File: src/rtl/dirco_pkg.sv
package dirco_pkg;
    typedef enum logic [1:0] {
        BLK_UNC = 2'd0,
        BLK_SHR = 2'd1,
        BLK_EXC = 2'd2
    } blk_state_e;

    typedef enum logic [1:0] {
        FSM_IDLE  = 2'd0,
        FSM_INVAL = 2'd1,
        FSM_FETCH = 2'd2
    } fsm_e;

    localparam logic [1:0] REQ_READ    = 2'd0;
    localparam logic [1:0] REQ_WRITE   = 2'd1;
    localparam logic [1:0] REQ_UPGRADE = 2'd2;
    localparam logic [1:0] REQ_WRBACK  = 2'd3;

    localparam logic [1:0] MSG_DATA  = 2'd0;
    localparam logic [1:0] MSG_GRANT = 2'd1;
    localparam logic [1:0] MSG_INV   = 2'd2;
    localparam logic [1:0] MSG_FETCH = 2'd3;

    localparam logic RSP_ACK  = 1'b0;
    localparam logic RSP_DATA = 1'b1;
endpackage

File: src/rtl/dirco_table.sv
module dirco_table #(
    parameter int BLOCKS = 4,
    parameter int EW     = 8,
    localparam int AW    = (BLOCKS > 1) ? $clog2(BLOCKS) : 1
) (
    input  logic          clk,
    input  logic          rst_n,
    input  logic [AW-1:0] rd_addr,
    output logic [EW-1:0] rd_ent,
    input  logic          wr_en,
    input  logic [AW-1:0] wr_addr,
    input  logic [EW-1:0] wr_ent
);
    logic [EW-1:0] rows [BLOCKS];

    for (genvar b = 0; b < BLOCKS; b++) begin : g_row
        logic [EW-1:0] ent_d, ent_q;

        always_comb begin
            ent_d = ent_q;
            if (wr_en && wr_addr == AW'(b)) begin
                ent_d = wr_ent;
            end
        end

        always_ff @(posedge clk or negedge rst_n) begin
            if (!rst_n) begin
                ent_q <= '0;
            end else begin
                ent_q <= ent_d;
            end
        end

        assign rows[b] = ent_q;
    end

    assign rd_ent = rows[rd_addr];
endmodule

File: src/rtl/dirco_lowbit.sv
module dirco_lowbit #(
    parameter int NODES = 4,
    localparam int NW   = (NODES > 1) ? $clog2(NODES) : 1
) (
    input  logic [NODES-1:0] vec,
    output logic [NW-1:0]    idx
);
    always_comb begin
        idx = '0;
        for (int i = NODES - 1; i >= 0; i--) begin
            if (vec[i]) begin
                idx = NW'(i);
            end
        end
    end
endmodule

File: src/rtl/dirco_popcnt.sv
module dirco_popcnt #(
    parameter int NODES = 4,
    localparam int CW   = $clog2(NODES + 1)
) (
    input  logic [NODES-1:0] vec,
    output logic [CW-1:0]    count
);
    always_comb begin
        count = '0;
        for (int i = 0; i < NODES; i++) begin
            count = count + CW'(vec[i]);
        end
    end
endmodule

File: src/rtl/dirco_home.sv
module dirco_home
    import dirco_pkg::*;
#(
    parameter int NODES  = 4,
    parameter int BLOCKS = 4,
    parameter int DW     = 16,
    localparam int NW    = (NODES > 1) ? $clog2(NODES) : 1,
    localparam int AW    = (BLOCKS > 1) ? $clog2(BLOCKS) : 1
) (
    input  logic          clk,
    input  logic          rst_n,
    input  logic          req_valid,
    output logic          req_ready,
    input  logic [1:0]    req_kind,
    input  logic [NW-1:0] req_node,
    input  logic [AW-1:0] req_blk,
    input  logic [DW-1:0] req_data,
    output logic          msg_valid,
    output logic [1:0]    msg_kind,
    output logic [NW-1:0] msg_node,
    output logic [AW-1:0] msg_blk,
    output logic [DW-1:0] msg_data,
    input  logic          rsp_valid,
    input  logic          rsp_kind,
    input  logic [NW-1:0] rsp_node,
    input  logic [DW-1:0] rsp_data,
    output logic          mem_we,
    output logic [AW-1:0] mem_addr,
    output logic [DW-1:0] mem_wdata,
    input  logic [DW-1:0] mem_rdata
);
    localparam int CW = $clog2(NODES + 1);
    localparam int EW = 2 + NODES + NW;

    typedef struct packed {
        blk_state_e       st;
        logic [NODES-1:0] shr;
        logic [NW-1:0]    own;
    } ent_t;

    typedef struct packed {
        fsm_e             fsm;
        logic [1:0]       kind;
        logic [NW-1:0]    src;
        logic [AW-1:0]    blk;
        logic [NODES-1:0] mask;
        logic [CW-1:0]    cnt;
        logic             use_grant;
        logic             mv;
        logic [1:0]       mk;
        logic [NW-1:0]    mn;
        logic [AW-1:0]    mb;
        logic [DW-1:0]    md;
    } ctl_t;

    ctl_t s_d, s_q;

    logic [AW-1:0]    rd_addr;
    logic [EW-1:0]    rd_raw;
    ent_t             cur;
    logic             tab_we;
    logic [AW-1:0]    tab_wa;
    ent_t             tab_wd;
    logic [NODES-1:0] others;
    logic [CW-1:0]    oth_cnt;
    logic [NW-1:0]    inv_idx;
    logic [CW-1:0]    cnt_after;
    logic             ack_in;
    logic             grant_now;

    // Aliases used by the bound checker
    logic [NW-1:0]    src_q;
    logic [AW-1:0]    blk_q;
    logic [CW-1:0]    cnt_q;
    logic             inval_q;

    assign rd_addr = (s_q.fsm == FSM_IDLE) ? req_blk : s_q.blk;
    assign cur     = ent_t'(rd_raw);
    assign others  = cur.shr & ~(NODES'(1) << req_node);
    assign ack_in  = rsp_valid && (rsp_kind == RSP_ACK);

    dirco_table #(.BLOCKS(BLOCKS), .EW(EW)) u_table (
        .clk     (clk),
        .rst_n   (rst_n),
        .rd_addr (rd_addr),
        .rd_ent  (rd_raw),
        .wr_en   (tab_we),
        .wr_addr (tab_wa),
        .wr_ent  (tab_wd)
    );

    dirco_popcnt #(.NODES(NODES)) u_count (
        .vec   (others),
        .count (oth_cnt)
    );

    dirco_lowbit #(.NODES(NODES)) u_pick (
        .vec (s_q.mask),
        .idx (inv_idx)
    );

    always_comb begin
        s_d       = s_q;
        s_d.mv    = 1'b0;
        s_d.mk    = MSG_DATA;
        s_d.md    = '0;
        tab_we    = 1'b0;
        tab_wa    = s_q.blk;
        tab_wd    = '0;
        mem_we    = 1'b0;
        mem_wdata = '0;
        grant_now = 1'b0;
        cnt_after = s_q.cnt - CW'(ack_in && (s_q.cnt != '0));

        unique case (s_q.fsm)
            FSM_IDLE: begin
                if (req_valid) begin
                    s_d.kind = req_kind;
                    s_d.src  = req_node;
                    s_d.blk  = req_blk;
                    s_d.mn   = req_node;
                    s_d.mb   = req_blk;
                    tab_wa   = req_blk;
                    if (req_kind == REQ_WRBACK) begin
                        if (cur.st == BLK_EXC && cur.own == req_node) begin
                            mem_we    = 1'b1;
                            mem_wdata = req_data;
                            tab_we    = 1'b1;
                            tab_wd.st = BLK_UNC;
                        end
                    end else if (cur.st == BLK_EXC) begin
                        s_d.mv = 1'b1;
                        if (cur.own == req_node) begin
                            s_d.mk = MSG_GRANT;
                        end else begin
                            s_d.mk  = MSG_FETCH;
                            s_d.mn  = cur.own;
                            s_d.fsm = FSM_FETCH;
                        end
                    end else if (req_kind == REQ_READ) begin
                        s_d.mv     = 1'b1;
                        s_d.md     = mem_rdata;
                        tab_we     = 1'b1;
                        tab_wd.st  = BLK_SHR;
                        tab_wd.shr = cur.shr | (NODES'(1) << req_node);
                    end else begin
                        grant_now = (req_kind == REQ_UPGRADE) && (cur.st == BLK_SHR)
                                    && cur.shr[req_node];
                        s_d.use_grant = grant_now;
                        if (others != '0) begin
                            s_d.mask = others;
                            s_d.cnt  = oth_cnt;
                            s_d.fsm  = FSM_INVAL;
                        end else begin
                            s_d.mv     = 1'b1;
                            s_d.mk     = grant_now ? MSG_GRANT : MSG_DATA;
                            s_d.md     = grant_now ? '0 : mem_rdata;
                            tab_we     = 1'b1;
                            tab_wd.st  = BLK_EXC;
                            tab_wd.own = req_node;
                        end
                    end
                end
            end
            FSM_INVAL: begin
                s_d.cnt = cnt_after;
                if (s_q.mask != '0) begin
                    s_d.mv   = 1'b1;
                    s_d.mk   = MSG_INV;
                    s_d.mn   = inv_idx;
                    s_d.mb   = s_q.blk;
                    s_d.mask = s_q.mask & ~(NODES'(1) << inv_idx);
                end else if (cnt_after == '0) begin
                    s_d.mv     = 1'b1;
                    s_d.mk     = s_q.use_grant ? MSG_GRANT : MSG_DATA;
                    s_d.md     = s_q.use_grant ? '0 : mem_rdata;
                    s_d.mn     = s_q.src;
                    s_d.mb     = s_q.blk;
                    tab_we     = 1'b1;
                    tab_wd.st  = BLK_EXC;
                    tab_wd.own = s_q.src;
                    s_d.fsm    = FSM_IDLE;
                end
            end
            FSM_FETCH: begin
                if (rsp_valid && rsp_kind == RSP_DATA && rsp_node == cur.own) begin
                    mem_we    = 1'b1;
                    mem_wdata = rsp_data;
                    s_d.mv    = 1'b1;
                    s_d.mk    = MSG_DATA;
                    s_d.md    = rsp_data;
                    s_d.mn    = s_q.src;
                    s_d.mb    = s_q.blk;
                    tab_we    = 1'b1;
                    if (s_q.kind == REQ_READ) begin
                        tab_wd.st  = BLK_SHR;
                        tab_wd.shr = (NODES'(1) << cur.own) | (NODES'(1) << s_q.src);
                    end else begin
                        tab_wd.st  = BLK_EXC;
                        tab_wd.own = s_q.src;
                    end
                    s_d.fsm = FSM_IDLE;
                end
            end
            default: s_d.fsm = FSM_IDLE;
        endcase
    end

    always_ff @(posedge clk or negedge rst_n) begin
        if (!rst_n) begin
            s_q <= '0;
        end else begin
            s_q <= s_d;
        end
    end

    assign req_ready = (s_q.fsm == FSM_IDLE);
    assign msg_valid = s_q.mv;
    assign msg_kind  = s_q.mk;
    assign msg_node  = s_q.mn;
    assign msg_blk   = s_q.mb;
    assign msg_data  = s_q.md;
    assign mem_addr  = rd_addr;

    assign src_q   = s_q.src;
    assign blk_q   = s_q.blk;
    assign cnt_q   = s_q.cnt;
    assign inval_q = (s_q.fsm == FSM_INVAL);
endmodule

File: config.mk
export PLATFORM = sky130hd
export DESIGN_NAME = dirco_home
export DESIGN_NICKNAME = d
export VERILOG_FILES = /design/src/rtl/dirco_pkg.sv /design/src/rtl/dirco_table.sv /design/src/rtl/dirco_lowbit.sv /design/src/rtl/dirco_popcnt.sv /design/src/rtl/dirco_home.sv
export SDC_FILE = /design/constraint.sdc
export NUM_CORES = 1
export LEC_CHECK = 0
export BUFFER_PORTS_ARGS = -buffer_cell sky130_fd_sc_hd__buf_4
export CAP_MARGIN = 20
export CORE_MARGIN = 5
export CORE_UTILIZATION = 29
export CTS_CLUSTER_DIAMETER = 200
export DETAILED_ROUTE_END_ITERATION = 8
export GPL_TIMING_DRIVEN = 0
export HOLD_SLACK_MARGIN = 0.1
export PLACE_DENSITY = 0.54
export SLEW_MARGIN = 40
export SYNTH_ARGS = -nofsm -noshare
export SYNTH_HDL_FRONTEND = slang
export SYNTH_HIERARCHICAL = 1
export SYNTH_SLANG_ARGS = --single-unit
File: constraint.sdc
create_clock -name clk -period 5.3 [get_ports clk]
set_input_delay 0.265 -clock clk [delete_from_list [all_inputs] [get_ports clk]]
set_output_delay 0.265 -clock clk [all_outputs]
set_load 0.02 [all_outputs]
# Word-level counts from Yosys, hierarchy flattened
# Index checks and enable logic that the tools add are counted.
# word_totals
latch_bits	0
register_bits	71
elab_cells	174
ramBits	0
n_memories	0
inputBits	61
mem_bits_ro	0
out_inout_bits	43
# op_classes
shifts	4
add_sub_neg	4
multipliers	0
eq_ne	24
div_mod_pow	0
n_lt_le_gt_ge	2
n_reduce_logical	27
bitwise_logic	11
muxes	86
# op_table
operator	count
two-way mux 16 bit	11
one-hot mux 23 bit (3 select lines)	1
two-way mux 2 bit	30
two-way mux 8 bit	7
two-way mux 23 bit	2
two-way mux 39 bit	1
one-hot mux 16 bit (2 select lines)	1
one-hot mux 2 bit (3 select lines)	3
binary-select mux 8 bit (select 2 bit)	1
left shift 1 x 2 -> 4 bit (first input constant)	4
two-way mux 1 bit	15
two-way mux 7 bit	2
one-hot mux 7 bit (2 select lines)	1
two-way mux 13 bit	1
equality test 2 bit (second input constant)	6
two-way mux 4 bit	3
!= test 2 bit (second input constant)	6
logical AND 1 bit	11
bitwise AND 4 bit	2
zero test 2 bit	4
inverter 4 bit	2
bitwise OR 4 bit	2
one-hot mux 4 bit (2 select lines)	1
AND reduction 8 bit	1
26 further kinds	40

# Longest topological paths before layout
# depth
depth_word	16
ltp_mapped	14

# Cells and area by module
# The synthesis kept the hierarchy.
# modules_own_cells
module	cells_each	area_each_um2	n_inst
dirco_home	319	2640.0	1
dirco_table	78	1401.3	1
dirco_popcnt	8	63.8	1
dirco_lowbit	5	27.5	1

# Least setup slack after synthesis
# No wires, ideal clock.
# synth_path
path_type	register -> register
start	register s_q[38] in the netlist's numbering
end	register u_table.g_row[0].ent_q[0]
stages_incl_launch_ff	15
path_buffers	4
t_arrival_ns	4.084
setup_ns	0.125
required_time_ns	5.175
path_slack_ns	1.092
cell_sequence	dfrtp_1 -> buf_2 -> nor2_1 -> mux2_2 -> buf_2 -> mux4_2 -> clkbuf_2 -> xor2_1 -> nor2_1 -> and3_1 -> buf_2 -> or2_2 -> nand3b_1 -> nor3b_4 -> mux2_2
# synth_rtl
item	line_no	rtl
start: declaration	dirco_home.sv:56	ctl_t s_d, s_q;
start signal: assignment	dirco_home.sv:211	s_q <= '0;
start signal: assignment	dirco_home.sv:213	s_q <= s_d;
end signal: assignment	dirco_table.sv:30	ent_q <= ent_d;
end: declaration	dirco_table.sv:17	logic [EW-1:0] ent_d, ent_q;

==> metrics.txt <==
Post-DP HPWL roughly 8500 um; nature of the critical path endpoint flop; Synth Net Count 476; Max Cap Viol 0; # DRC 0; min Tclk post-route about 4800 ps; largest net degree at the start of global routing 72; router iterations before antenna repair 4; Vias ~3300; setup tns final 0 ps; Seq/Total Area, Yosys 0.430; final antenna-violating net count 0; CTS Buf Count 9; clk buf depth 2; CP Cell Sequence buf_2 -> nor2_1 -> mux2_2 -> buf_1 -> mux4_2 -> clkbuf_2 -> xor2_1 -> nor2_1 -> and3_1 -> buf_2 -> or2_2 -> nand3b_1 -> nor3b_4 -> mux2_2; Worst Tran Pin Value 699 ps; family with the most delay on the worst path simple AND/OR/NAND/NOR gates; Routed WL ~11000 um; pwr/cell area 461 nW/um^2; clk_lat worst skew between 300 and 400 ps; Tot GR Track Use 0.134; Syn. warnings 6; Iteration-0 DRC Markers approximately 210; Yosys top cell area share 0.430; Port-buffer cells between 100 and 150; critical path startpoint s_q[38]; global-route wire length before repair between 15000 and 20000 um; worst hold-check path type in2reg; Die W ~130 um; R2R Path End u_table/g_row[0].ent_q[1]; outcome complete, no violations; commonest non-fill, non-tap cell in the layout buf_4; worst r2r src s_q[38]; Post-synth EDFFs 0; vias in the first global route about 3500; H-tree depth 3; P&R area growth vs syn 31.0%; Routed wire per std cell between 15 and 20 um; WS Path Type reg2reg; mapped cell area around 4100 sq um; final hold vios 0; Slew Viols, Final 0; leading area contributor after synthesis dfrtp_1; CP required between 5000 and 6000 ps; Yosys cell types 61; CTS Root Buffer Type clkbuf_16; top_reg_cell synth dfrtp_1; simple-gate area share of the yosys netlist 0.151; fin crit share 0.898; FF-to-FF setup slack approximately 540 ps; mux contribution to synthesized area 0.149; Cells after Synth 410; Max IR drop VDD approximately 0.21 mV; Seq cells post-synth slightly above 70; largest family of logic cells by synthesized area simple AND/OR/NAND/NOR gates; initial antenna violation count 2; CTS Hold Buffers Added 1; Critical Path Fanout Max 10; top post-synthesis cells by area dfrtp_1, mux2_2, nand2_1; RSZ-0062 raised after global routing no; Clock Pin Slew Worst Setup and Hold Paths ~60 ps; Synth Area in Adders 0.0170; Max Fclk 0.210 GHz; CTS resizes 0; Stages on worst setup path 14; Max Clock Skew around 10 ps; relative slew slack 0.532; Synth Area in Compound Gates 0.145; Leakage around 0.0028 uW; slowest cell delay on critical path ~570 ps; Crit-path slowest cell nor2_1; gr ovfl total 0; reg2reg path depth 14; clock sinks slightly above 70; Post-synth ARST share 1.00; IO Pins 104; most frequent cells in the layout buf_4, nand2_1, dfrtp_1; number of vias per cell 4.68; Data arrival, critical path 4980 ps; Post-CTS Setup Bufs 0; GP Congestion roughly 0.87; CTS tree done; Row Count 43; CP Launch Type flop; post-layout net count 589; Syn Area/Cell approximately 10 sq um; Final setup viols 0; layout cell share with drive strength beyond 1 0.420; Starting Density 0.297; Die Area roughly 17000 sq um; crit path capture u_table/g_row[0].ent_q[1]; Overall Power 2490 uW; Chip Height approximately 130 um; Buf/Inv on CP 4; Synth Area in XOR/XNOR 0.0127; core region area ~14000 sq um
[cell usage after synthesis (all sizes together) (2+ instances only)]
cell	n
nand4	2
ha	4
dfrtp	71
o31a	2
nand3	4
o22ai	4
or2	2
inv	35
a221o	4
a22o	2
a21o	5
mux2	34
xnor2	3
xor2	3
mux2i	3
nand3b	3
and3	2
a31oi	3
o31ai	4
buf	36
nor2	12
nor3b	4
o22a	2
mux4	9
clkbuf	4
a22oi	4
o21ai	25
and2	4
a21oi	12
o32ai	2
a21boi	2
nand2b	6
nand2	79
a2bb2oi	2
nor3	4
[area by class of cell]
cell class              count  area, sq um
well taps                 180          225
fillers                  1377         8520
multi-input cells         264         1960
clock buffers              10          239
clock inverters             6         42.5
inverters                  35          131
repair buffers            102          772
flip-flops and latches     71         1780
plain buffers              40          260
diodes                      1         2.50
[routing by layer]
layer,routed length (um),share of wire,global-route usage,vias to the layer above
li1,-,-,-,1630
met1,4480,0.41,0.166,1616
met2,5830,0.53,0.240,58
met3,493,0.045,0.0268,14
met4,163,0.015,0.0340,2
met5,7,0.00064,0,-
[registers in the layout, indices dropped and copies added (netlist names)]
name and count:
msg_kind 2, u_table/g_row.ent_q 32, blk_q 2, msg_blk 2, msg_data 16, src_q 2
cnt_q 3, msg_valid 1, msg_node 2, s_q 9
[logic make-up after synthesis]
kind of cell | Yosys count
AND/OR/NAND/NOR | 128
adder cells (fa/ha/maj) | 5
AO/OA/AOI/OAI | 79
multiplexers | 46
XOR/XNOR | 6
flip-flops | 71
buffers and inverters | 75
[how the worst min path moves through the flow]
| stage | start | endpoint | slack, ps | depth (start not counted) |
|---|---|---|---|---|
| finish | rsp_data[9] | msg_data[9] | 160 | 3 |
| global route | rsp_data[9] | msg_data[9] | 160 | 3 |
| CTS | rsp_data[9] | msg_data[9] | 160 | 3 |
| detailed placement | rst_n | msg_data[7] | 330 | 1 |
| global placement | rst_n | msg_data[7] | 440 | 1 |
| floorplan | rst_n | blk_q[0] | -30 | 0 |
[power breakdown]
| part | total, uW | leakage, uW | switching, uW | internal, uW |
|---|---|---|---|---|
| Combinational | 1130 | 0.00174 | 602 | 528 |
| Sequential | 792 | 0.000953 | 88.0 | 704 |
| Clock | 573 | 0.000135 | 242 | 331 |
| Total | 2490 | 0.00283 | 932 | 1560 |
[stage by stage]
| step | area [sq um] | instances | util | hold slack [ps] | setup WS, ps |
|---|---|---|---|---|---|
| after floorplan | 4130 | 410 | - | -30.6 | 1090 |
| after global placement | 5120 | 691 | 0.367 | 445 | 541 |
| after detailed placement | 5120 | 691 | 0.367 | 330 | 494 |
| after CTS | 5410 | 708 | 0.388 | 158 | 473 |
| after global routing | 5410 | 709 | 0.389 | 160 | 176 |
| final | 5410 | 709 | 0.389 | 162 | 542 |
[worst register-to-register path, cell delays in order, from the launching register on]
cell and delay [ps]:
dfrtp_1 400, buf_2 190, nor2_1 570, mux2_2 310
buf_1 480, mux4_2 410, clkbuf_2 180, xor2_1 180
nor2_1 240, and3_1 190, buf_2 200, or2_2 150
nand3b_1 210, nor3b_4 530, mux2_2 400
(Power assumes the default switching activity.)
